**config.mk**
```make
export PLATFORM = sky130hd
export DESIGN_NAME = miss_entry_tracker
export DESIGN_NICKNAME = d
export VERILOG_FILES = /design/src/rtl/mtt_pkg.sv /design/src/rtl/mtt_route.sv /design/src/rtl/mtt_list.sv /design/src/rtl/miss_entry_tracker.sv
export SDC_FILE = /design/constraint.sdc
export NUM_CORES = 1
export LEC_CHECK = 0
export ABC_AREA = 0
export BUFFER_PORTS_ARGS = -buffer_cell sky130_fd_sc_hd__buf_2
export CELL_PAD_IN_SITES_DETAIL_PLACEMENT = 0
export CELL_PAD_IN_SITES_GLOBAL_PLACEMENT = 2
export CORE_MARGIN = 3
export CORE_UTILIZATION = 33
export CTS_CLUSTER_DIAMETER = 120
export DETAILED_ROUTE_END_ITERATION = 12
export GPL_ROUTABILITY_DRIVEN = 0
export PLACE_DENSITY_LB_ADDON = 0.1
export SETUP_SLACK_MARGIN = 0.1
export SYNTH_ARGS = -nofsm -noshare
export SYNTH_HDL_FRONTEND = slang
export SYNTH_SLANG_ARGS = --single-unit
```
**constraint.sdc**
```tcl
create_clock -name clk -period 5.3 [get_ports clk]
set_clock_uncertainty 0.2 [all_clocks]
set_input_delay 0.53 -clock clk [delete_from_list [all_inputs] [get_ports clk]]
set_output_delay 0.53 -clock clk [all_outputs]
set_load 0.02 [all_outputs]
```
**src/rtl/mtt_pkg.sv**
```systemverilog
package mtt_pkg;
  parameter int TID_W  = 4;
  parameter int TIME_W = 16;
  parameter int ORD_W  = 8;

  typedef enum logic [2:0] {
    C_READ = 3'd0, C_READEX = 3'd1, C_UPGRADE = 3'd2, C_STCOND = 3'd3,
    C_STFAIL = 3'd4, C_PREFETCH = 3'd5, C_WRITE = 3'd6, C_RSVD = 3'd7
  } cmd_e;

  typedef enum logic [1:0] {S_CPU = 2'd0, S_SNOOP = 2'd1, S_PREF = 2'd2, S_NONE = 2'd3} src_e;

  typedef enum logic [3:0] {
    OP_NOP = 4'd0, OP_ALLOC = 4'd1, OP_ADD = 4'd2, OP_SERVICE = 4'd3,
    OP_RESP = 4'd4, OP_PROMOTE = 4'd5, OP_DEALLOC = 4'd6, OP_POP = 4'd7,
    OP_DSSET = 4'd8, OP_DSCLR = 4'd9
  } op_e;

  typedef struct packed {
    logic [TID_W-1:0]  id;
    src_e              src;
    cmd_e              cmd;
    logic              marked;
    logic [TIME_W-1:0] ready;
    logic [ORD_W-1:0]  order;
  } tgt_t;

  function automatic logic wants_writable(cmd_e c);
    return c inside {C_READEX, C_UPGRADE, C_STCOND, C_STFAIL, C_WRITE};
  endfunction

  function automatic logic is_upgrade(cmd_e c);
    return c inside {C_UPGRADE, C_STCOND};
  endfunction

  function automatic cmd_e after_inval(cmd_e c);
    case (c)
      C_UPGRADE: return C_READEX;
      C_STCOND:  return C_STFAIL;
      default:   return c;
    endcase
  endfunction

  function automatic logic [TIME_W-1:0] later_of(logic [TIME_W-1:0] a, logic [TIME_W-1:0] b);
    return (a > b) ? a : b;
  endfunction
endpackage

```
**src/rtl/mtt_route.sv**
```systemverilog
module mtt_route
  import mtt_pkg::*;
(
  input  logic in_svc,
  input  logic def_nonempty,
  input  logic post_inv,
  input  logic post_dn,
  input  logic pend_mod,
  input  logic fwd,
  input  logic snoop,
  input  cmd_e cmd_in,
  output logic to_def,
  output cmd_e cmd_out,
  output logic mark
);
  logic wr_block;
  assign wr_block = wants_writable(cmd_in) && (!pend_mod || post_dn || fwd);
  assign to_def   = !snoop && in_svc && (def_nonempty || post_inv || wr_block);
  assign cmd_out  = (to_def && post_inv) ? after_inval(cmd_in) : cmd_in;
  assign mark     = snoop ? 1'b0 : (to_def ? 1'b1 : !in_svc);
endmodule

```
**src/rtl/mtt_list.sv**
```systemverilog
module mtt_list
  import mtt_pkg::*;
#(
  parameter int DEPTH = 8,
  localparam int CW = $clog2(DEPTH + 1),
  localparam int IW = (DEPTH > 1) ? $clog2(DEPTH) : 1
) (
  input  logic                  clk,
  input  logic                  rst_n,
  input  logic                  push,
  input  tgt_t                  push_ent,
  input  logic                  pop,
  input  logic                  append,
  input  tgt_t [DEPTH-1:0]      app_ents,
  input  logic [CW-1:0]         app_cnt,
  input  logic                  clear,
  output tgt_t [DEPTH-1:0]      ents,
  output logic [CW-1:0]         cnt,
  output logic                  full,
  output logic                  empty
);
  tgt_t [DEPTH-1:0] nxt;
  logic [CW-1:0]    ncnt;

  always_comb begin
    nxt  = ents;
    ncnt = cnt;
    if (clear) begin
      ncnt = '0;
    end else if (append) begin
      for (int i = 0; i < DEPTH; i++) begin
        if (i >= int'(cnt) && i < int'(cnt) + int'(app_cnt))
          nxt[i] = app_ents[IW'(i - int'(cnt))];
      end
      ncnt = cnt + app_cnt;
    end else begin
      if (pop) begin
        for (int i = 0; i < DEPTH - 1; i++) nxt[i] = ents[i+1];
        nxt[DEPTH-1] = '0;
        ncnt = cnt - 1'b1;
      end
      if (push) begin
        nxt[IW'(ncnt)] = push_ent;
        ncnt = ncnt + 1'b1;
      end
    end
  end

  always_ff @(posedge clk or negedge rst_n) begin
    if (!rst_n) begin
      ents <= '0;
      cnt  <= '0;
    end else begin
      ents <= nxt;
      cnt  <= ncnt;
    end
  end

  assign full  = (cnt == CW'(DEPTH));
  assign empty = (cnt == '0);
endmodule

```
**src/rtl/miss_entry_tracker.sv**
```systemverilog
module miss_entry_tracker
  import mtt_pkg::*;
#(
  parameter int DEPTH  = 8,
  parameter int ADDR_W = 32,
  localparam int CW = $clog2(DEPTH + 1)
) (
  input  logic              clk,
  input  logic              rst_n,
  input  logic [3:0]        op,
  input  logic [TID_W-1:0]  req_id,
  input  logic [2:0]        req_cmd,
  input  logic              req_snoop,
  input  logic [TIME_W-1:0] req_ready,
  input  logic [ORD_W-1:0]  req_order,
  input  logic [ADDR_W-1:0] req_addr,
  input  logic              req_uncache,
  input  logic              resp_writable,
  input  logic              pm_resp,
  input  logic              is_forward,
  input  logic              snoop_inval,
  input  logic              snoop_down,
  input  logic [TIME_W-1:0] now_time,
  output logic              busy,
  output logic              in_service,
  output logic              pend_mod,
  output logic              ds_pending,
  output logic              post_inval,
  output logic              post_down,
  output logic [ADDR_W-1:0] blk_addr,
  output logic [TIME_W-1:0] ready_time,
  output logic [ORD_W-1:0]  order_tag,
  output logic [CW-1:0]     pri_count,
  output logic [CW-1:0]     def_count,
  output logic              pri_nw,
  output logic              pri_upg,
  output logic              def_nw,
  output logic              def_upg,
  output logic              head_valid,
  output logic [TID_W-1:0]  head_id,
  output logic [2:0]        head_cmd,
  output logic [1:0]        head_src,
  output logic              head_marked,
  output logic              add_to_def,
  output logic              stall,
  output logic              illegal,
  output logic              promote_ok
);
  op_e  opc;
  cmd_e rcmd, route_cmd;
  logic route_def, route_mark, uncache;
  logic p_full, p_empty, d_full, d_empty;
  tgt_t [DEPTH-1:0] p_ents, d_ents;
  tgt_t alloc_ent, add_ent;
  logic [CW:0] both_cnt;

  assign opc  = op_e'(op);
  assign rcmd = cmd_e'(req_cmd);

  mtt_route u_route (
    .in_svc(in_service), .def_nonempty(!d_empty), .post_inv(post_inval),
    .post_dn(post_down), .pend_mod(pend_mod), .fwd(is_forward), .snoop(req_snoop),
    .cmd_in(rcmd), .to_def(route_def), .cmd_out(route_cmd), .mark(route_mark)
  );

  // Named events, also used by the bound checker
  logic add_bad, evt_add, evt_alloc, evt_service, evt_merge, evt_promote;
  logic evt_dealloc, evt_pop, evt_ds, prom_legal;
  assign add_bad     = (opc == OP_ADD) && (!busy || uncache || rcmd == C_PREFETCH);
  assign add_to_def  = (opc == OP_ADD) && busy && route_def;
  assign stall       = (opc == OP_ADD) && !add_bad && (route_def ? d_full : p_full);
  assign evt_add     = (opc == OP_ADD) && !add_bad && !stall;
  assign evt_alloc   = (opc == OP_ALLOC) && !busy;
  assign evt_service = (opc == OP_SERVICE) && busy && !in_service;
  assign both_cnt    = {1'b0, pri_count} + {1'b0, def_count};
  assign evt_merge   = (opc == OP_RESP) && in_service && resp_writable && def_nw && !d_empty
                       && !post_inval && !post_down && (both_cnt <= (CW+1)'(DEPTH));
  assign prom_legal  = (opc == OP_PROMOTE) && busy && p_empty;
  assign evt_promote = prom_legal && !d_empty;
  assign promote_ok  = evt_promote;
  assign evt_dealloc = (opc == OP_DEALLOC) && busy && p_empty && d_empty;
  assign evt_pop     = (opc == OP_POP) && busy && !p_empty;
  assign evt_ds      = (opc == OP_DSSET || opc == OP_DSCLR) && busy;

  always_comb begin
    case (opc)
      OP_ALLOC:             illegal = busy;
      OP_ADD:               illegal = add_bad;
      OP_SERVICE:           illegal = !evt_service;
      OP_RESP:              illegal = !in_service;
      OP_PROMOTE:           illegal = !prom_legal;
      OP_DEALLOC:           illegal = !evt_dealloc;
      OP_POP:               illegal = !evt_pop;
      OP_DSSET, OP_DSCLR:   illegal = !busy;
      default:              illegal = 1'b0;
    endcase
  end

  always_comb begin
    alloc_ent = '{id: req_id, src: (rcmd == C_PREFETCH) ? S_PREF : S_CPU, cmd: rcmd,
                  marked: 1'b1, ready: req_ready, order: req_order};
    add_ent   = '{id: req_id, src: req_snoop ? S_SNOOP : S_CPU, cmd: route_cmd,
                  marked: route_mark, ready: req_ready, order: req_order};
  end

  mtt_list #(.DEPTH(DEPTH)) u_pri (
    .clk(clk), .rst_n(rst_n),
    .push(evt_alloc || (evt_add && !route_def)),
    .push_ent(evt_alloc ? alloc_ent : add_ent),
    .pop(evt_pop), .append(evt_merge || evt_promote),
    .app_ents(d_ents), .app_cnt(def_count), .clear(1'b0),
    .ents(p_ents), .cnt(pri_count), .full(p_full), .empty(p_empty)
  );

  mtt_list #(.DEPTH(DEPTH)) u_def (
    .clk(clk), .rst_n(rst_n),
    .push(evt_add && route_def), .push_ent(add_ent),
    .pop(1'b0), .append(1'b0), .app_ents(p_ents), .app_cnt('0),
    .clear(evt_merge || evt_promote),
    .ents(d_ents), .cnt(def_count), .full(d_full), .empty(d_empty)
  );

  logic post_clr;
  assign post_clr = evt_alloc || evt_service || evt_dealloc;

  always_ff @(posedge clk or negedge rst_n) begin
    if (!rst_n) begin
      busy <= 1'b0; in_service <= 1'b0; pend_mod <= 1'b0; ds_pending <= 1'b0;
      post_inval <= 1'b0; post_down <= 1'b0; uncache <= 1'b0;
      blk_addr <= '0; ready_time <= '0; order_tag <= '0;
      pri_nw <= 1'b0; pri_upg <= 1'b0; def_nw <= 1'b0; def_upg <= 1'b0;
    end else begin
      post_inval <= (post_inval && !post_clr) || (busy && snoop_inval);
      post_down  <= (post_down && !post_clr) || (busy && snoop_down);
      if (evt_alloc) begin
        busy <= 1'b1; in_service <= 1'b0; pend_mod <= 1'b0; ds_pending <= 1'b0;
        uncache <= req_uncache; blk_addr <= req_addr;
        ready_time <= req_ready; order_tag <= req_order;
        pri_nw <= wants_writable(rcmd); pri_upg <= is_upgrade(rcmd);
        def_nw <= 1'b0; def_upg <= 1'b0;
      end
      if (evt_add && !req_snoop) begin
        if (route_def) begin
          def_nw  <= def_nw  || wants_writable(route_cmd);
          def_upg <= def_upg || is_upgrade(route_cmd);
        end else begin
          pri_nw  <= pri_nw  || wants_writable(route_cmd);
          pri_upg <= pri_upg || is_upgrade(route_cmd);
        end
      end
      if (evt_service) begin
        in_service <= 1'b1;
        pend_mod   <= pri_nw || pm_resp;
      end
      if (evt_merge) begin
        pri_nw <= 1'b1; pri_upg <= pri_upg || def_upg;
        def_nw <= 1'b0; def_upg <= 1'b0;
      end
      if (evt_promote) begin
        pri_nw <= def_nw; pri_upg <= def_upg;
        def_nw <= 1'b0; def_upg <= 1'b0;
        order_tag  <= d_ents[0].order;
        ready_time <= later_of(now_time, d_ents[0].ready);
        in_service <= 1'b0;
      end
      if (evt_dealloc) begin
        busy <= 1'b0; in_service <= 1'b0; pend_mod <= 1'b0; ds_pending <= 1'b0;
        uncache <= 1'b0;
        pri_nw <= 1'b0; pri_upg <= 1'b0; def_nw <= 1'b0; def_upg <= 1'b0;
      end
      if (evt_ds) ds_pending <= (opc == OP_DSSET);
    end
  end

  assign head_valid  = !p_empty;
  assign head_id     = p_ents[0].id;
  assign head_cmd    = p_ents[0].cmd;
  assign head_src    = p_ents[0].src;
  assign head_marked = p_ents[0].marked;
endmodule

```
==> impl_results.md, run 1 <==
* Port-buffer cells at 180
* ANT cells at 0
* Pre-antenna DRT Iters at 5
* Final Slew Violations at 0
* CTS Root Cell: clkbuf_16
* Final hold viol count at 0
* Leakage power at 0.008562 uW
* Syn_nets at 1,759
* Measured slew at the worst slew-check pin at 1184 ps
* Synth Flop Type: dfrtp_1
* Max cap viols at 0
* Gate Count Post-Synth at roughly 1,600
* RR Startpoint: u_def.cnt[1]
* Final instance area at 0.01881 mm2
* Period utilisation layout at 79.20%
* Slew margin rel. at about a fifth
* Most common library cell in the layout ignoring fill and taps: nand2_1
* Setup repair bufs after CTS at 0
* Most frequent cells in the layout: nand2_1, dfrtp_1, buf_2
* Nets at 1,928
* TritonCTS clock tree: built
* DIE AREA at 0.05026 mm2
* Detailed Route WL at 52,910 um
* Reg2reg path depth at 9
* Layout cells sized above 1 at 23.21%
* Die height at 224.2 um
* Worst Hold Class: in -> reg
* Mean post-synth cell area at 9.603 um2
* Yosys warns at 0
* Total GRT Usage at 20.92%
* DP HPWL at roughly 37,000 um
* Post-synthesis sequential area ratio at 39.98%
* DR vias at roughly 13,000
* CP Class: reg -> reg
* Drt drc at 0
* RSZ-0062 raised after global routing: no
* Die X-Extent at 224.2 um
* Flop2flop setup slack at between 1000 and 1500 ps
* Antenna violations before repair at 3
* Core area at 0.04675 mm2
* Via density at 5.463
* R2R Path End: u_pri.ents[135]
* Initial Utilization at 33.60%
* Yosys cell types at 81
* # setup viols final at 0
* Pwr dens at 548.9 mW/mm2
* Vias in the first global route at 13,203
* Global route total overflow at 0
* Asr flop ratio synth at 100.0%
* CTS Sinks at 251
* Post-synthesis cell area at 0.01571 mm2
* CTS buffer count at 34
* Hold WS at 37.35 ps
* Worst endpoint required time at between 5000 and 6000 ps
* CTS Buffer Depth at 3
* Post-CTS resize count at 0
* HP Start: req_uncache
* First-pass GRT wire length at 81,940 um
* Initial drt markers at 876
* CP startpoint kind: flop
* Largest net degree at the start of global routing at 105
* Remaining antenna violation count at 0
* Crit path DAT at 4440 ps
* Setup_tns at 0 ps
* Setup crit end kind: flop
* Hold Path Depth at 3
* Minimum clock period at 4198 ps
* Number of synthesized flops with an enable pin at 0
* Synth-to-layout area growth at 19.75%
* Worst-path maximum fanout at 16
* #FFs+latches synth at about 250
* CTS H-tree depth at 2
* Achievable frequency at 238.2 MHz
* Clock slew at reported path FFs at 60 ps
* Worst Hold End: uncache
* WL per Instance at 21.74 um
* Status: finished, final reports clean
* I/O Pins at 181
* Core Rows at 79
* Post-CTS Hold Fix Bufs at 59
* Placement Cell Area at 0.01709 mm2
* Worst VDD drop at around 0.00035 V
* Clock insertion delay at the later pin of the skew report at 560 ps
-- metrics by stage --
| step | setup WS (ps) | power (uW) | util (%) | cells |
|---|---|---|---|---|
| 2_1_floorplan | 1162 | 6383 | - | 1636 |
| 3_3_place_gp | 1229 | 7958 | 36.56 | 2317 |
| 3_5_place_dp | 1126 | 7972 | 36.56 | 2317 |
| 4_1_cts | 1078 | 10430 | 40.24 | 2434 |
| 5_1_grt | 693.9 | 11040 | 40.24 | 2434 |
| 6_report | 1102 | 10330 | 40.24 | 2434 |
-- cells in the mapped netlist (8+ instances only) --
master | n | area (um2)
a211oi_1 | 30 | 225.2
nand2b_1 | 14 | 87.58
mux2_2 | 75 | 844.6
ha_1 | 30 | 375.4
buf_4 | 14 | 105.1
nand2_1 | 270 | 1013
a221oi_1 | 36 | 315.3
a2111oi_0 | 46 | 402.9
clkbuf_1 | 80 | 300.3
and2_1 | 18 | 112.6
nand4_1 | 10 | 62.56
and3_1 | 21 | 131.4
mux4_2 | 42 | 945.9
buf_1 | 12 | 45.04
nor3_1 | 9 | 45.04
o311ai_0 | 8 | 70.07
o22ai_1 | 12 | 75.07
nand3_1 | 29 | 145.1
o21ai_0 | 74 | 370.4
a21oi_1 | 111 | 555.5
buf_2 | 25 | 125.1
nor2b_1 | 54 | 337.8
nor2_1 | 97 | 364.1
mux2i_1 | 102 | 1021
a22oi_1 | 8 | 60.06
dfrtp_1 | 251 | 6281
inv_1 | 30 | 112.6
-- how the worst max path moves through the flow --
stage                            start         endpoint  slack [ps]  cells after the start
final                     u_def.cnt[1]  u_pri.ents[135]        1100                      9
after CTS                 u_def.cnt[1]  u_pri.ents[129]        1080                      9
after detailed placement  u_def.cnt[1]  u_pri.ents[133]        1130                      9
after global routing      u_def.cnt[1]  u_pri.ents[135]         690                      9
after global placement    u_def.cnt[1]  u_pri.ents[133]        1230                      9
after floorplan           u_pri.cnt[0]     u_pri.cnt[1]        1160                     16
-- cell type report --
class | count | area, um2
Fill cell | 4700 | 27940
Multi-Input combinational cell | 1216 | 8785
Sequential cell | 251 | 6285
Timing Repair Buffer | 267 | 1724
Clock buffer | 47 | 979.7
Tap cell | 607 | 759.5
Clock inverter | 11 | 148.9
Inverter | 35 | 131.4
-- state kept, by name, indices dropped and copies added, names as in the netlist --
name        count
blk_addr       32
busy            1
def_nw          1
def_upg         1
ds_pending      1
in_service      1
order_tag       8
pend_mod        1
post_down       1
post_inval      1
pri_nw          1
pri_upg         1
ready_time     16
u_def.cnt       4
u_def.ents     96
u_pri.cnt       4
u_pri.ents     80
uncache         1
-- per-layer routing --
metal	share of wire [%]	track usage, %
met1	49	31.13
met2	45	32.30
met3	4.7	3.748
met4	1.3	3.609
met5	0.042	0
-- worst max-delay path, cell delays in order (launching register included) --
cell       delay, ps
dfrtp_1          530
clkinv_1         290
ha_1             220
inv_1             40
o41ai_1          730
a31oi_2          600
or2_1            470
nor2_2           560
a2111oi_0        160
a211oi_1         260
-- power breakdown --
part	leakage (uW)	internal (uW)	total (uW)	switching (uW)
registers	0.00324	2500	3010	513
clock network	0.000560	1400	2340	941
logic	0.00476	1890	4980	3090
total	0.00856	5790	10300	4540
-- kinds of logic (layout without fill, tap and decap cells) --
group	after synthesis	after routing	share of synthesized area, %
AO/OA/AOI/OAI	380	380	16.18
AND/OR/NAND/NOR	572	572	17.87
adder cells (fa/ha/maj)	31	31	2.517
flip-flops	251	251	39.98
XOR/XNOR	13	13	0.7726
buffers and inverters	169	360	4.715
multiplexers	220	220	17.97
(Power assumes the default switching activity.)
==> run 2: changes to the inputs <==
Clock period 5.3 ns to 3.6 ns, I/O delays scaled along.
==> impl_results.md, run 2 (synthesis results as in run 1) <==
* CTS buffer count at 34
* Status: finished, final reports clean
* Period utilisation layout at between 90 and 100%
* Worst Hold Class: in -> reg
* CP top delay family: compound AO/OA/AOI/OAI gates
* Achievable frequency at slightly below 300 MHz
* Antenna violations before repair at 1
* Layout cells sized above 1 at 25.29%
* RSZ-0062 raised after global routing: no
* Drt drc at 0
* Top Registers: u_def.ents: 96 flops, u_pri.ents: 80 flops, blk_addr: 32 flops
* Slowest CP cell: dfrtp_4
* Pwr dens at 796.9 mW/mm2
* Synth-to-layout area growth at 24.74%
* Port-buffer cells at 180
* Slew margin rel. at 24.86%
* CP bufs+invs at 2
* Die X-Extent at 224.2 um
* DP HPWL at 38,250 um
* Max cap viols at 0
* Crit path largest cell delay at 540 ps
* Worst slack at placement at 303.2 ps
* Worst VDD drop at between 0.0003 and 0.0004 V
* CTS Buffer Depth at 3
* Total GRT Usage at 21.51%
* Largest register FFs at 96
* CP Class: reg -> reg
* Crit path DAT at 3560 ps
* Overall Power at around 16,000 uW
* WL per Instance at 21.69 um
* Hold WS at 45.33 ps
* CTS H-tree depth at 2
* Remaining antenna violation count at 0
* Vias in the first global route at 13,273
* CTS Root Cell: clkbuf_16
* CTS Sinks at 251
* Pre-antenna DRT Iters at 5
* Biggest register: u_def.ents
* DIE AREA at 0.05026 mm2
* Global route total overflow at 0
* Initial drt markers at 1,056
* Final hold viol count at 0
* Nets at 2,004
* Final setup margin at 234.7 ps
* Leakage power at 0.008959 uW
* First-pass GRT wire length at 84,070 um
* Detailed Route WL at ~55,000 um
* Via density at 5.414
* Final Slew Violations at 0
* Core Rows at 79
* Die height at 224.2 um
* TritonCTS clock tree: built
* Measured slew at the worst slew-check pin at 1122 ps
* Worst endpoint required time at 3800 ps
* I/O Pins at 181
* Most frequent cells in the layout: nand2_1, dfrtp_1, buf_2
* CP startpoint kind: flop
* Clock insertion delay at the later pin of the skew report at ~560 ps
* Clock slew at reported path FFs at 60 ps
* # setup viols final at 0
* DR vias at 13,612
* Core area at 0.04675 mm2
* Largest net degree at the start of global routing at 119
* Setup crit end kind: flop
* Setup_tns at 0 ps
* Most common library cell in the layout ignoring fill and taps: nand2_1
* CP cell instances: ha_1 > inv_1 > fa_1 > nand2b_1 > nor2_1 > o311a_4 > buf_4 > a2111oi_0 > a211oi_1
* Worst-path maximum fanout at 27
* Filler Cells Inserted at ~4,600
* Initial Utilization at between 30% and 40%
* Minimum clock period at around 3400 ps
[run 2: worst reg2reg max path: cells and delay by family, from the launching register on]
kind,cells,cell delay (ps)
and+or+nand+nor,2,310
buffers and inverters,2,360
adders and majority gates,2,710
DFF,1,540
AOI/OAI and AO/OA,3,1090
[run 2: final timing paths]
check                              from  slack, ps  depth (start not counted)               to
min                           req_id[0]         50                          3  u_pri.ents[132]
min reg2reg                blk_addr[20]        270                          2     blk_addr[20]
max in group asynchronous         rst_n       2020                          3  u_pri.ents[270]
max reg2reg                u_pri.cnt[0]        230                          9   u_pri.ents[65]
min in group asynchronous         rst_n        220                          2  u_pri.ents[129]
max                        u_pri.cnt[0]        230                          9   u_pri.ents[65]
[run 2: layout make-up]
type	instances	area (um2)	area share [%]
tap	607	759.5	3.875
timing repair buffer	343	2447	12.49
clock inverter	10	118.9	0.6065
antenna	1	2.502	0.01277
inverter	35	131.4	0.6704
multi-input combinational	1216	8848	45.15
clock buffer	51	1005	5.127
sequential	251	6285	32.07
[run 2: timing repair]
item,CTS,global route
setup endpoints to repair,2,6
buffers inserted,0,1
resized for setup,3,7
hold buffers,80,0
endpoints found under the hold margin,176,0
pin swaps,0,1
[run 2: through the flow]
stage / utilization, % / cell area [um2] / cells
2_1_floorplan: - / 15770 / 1636
3_3_place_gp: 37.67 / 17610 / 2371
3_5_place_dp: 37.67 / 17610 / 2371
4_1_cts: 41.84 / 19560 / 2512
5_1_grt: 41.92 / 19600 / 2514
6_report: 41.92 / 19600 / 2514
[run 2: metal layers]
metal	track usage (%)	part of all wire, %	wire length [um]	vias up
li1	-	-	-	6477
met1	32.26	49	26650	6712
met2	33.11	44	24260	359
met3	2.975	4.9	2656	64
met4	4.757	1.8	962	0
met5	0	0	0	-
[run 2: report_power, final]
group          switching, uW  internal (uW)  leakage (uW)
sequential               649           3680       0.00324
combinational           4790           3090       0.00516
clock                   1380           2030      0.000553
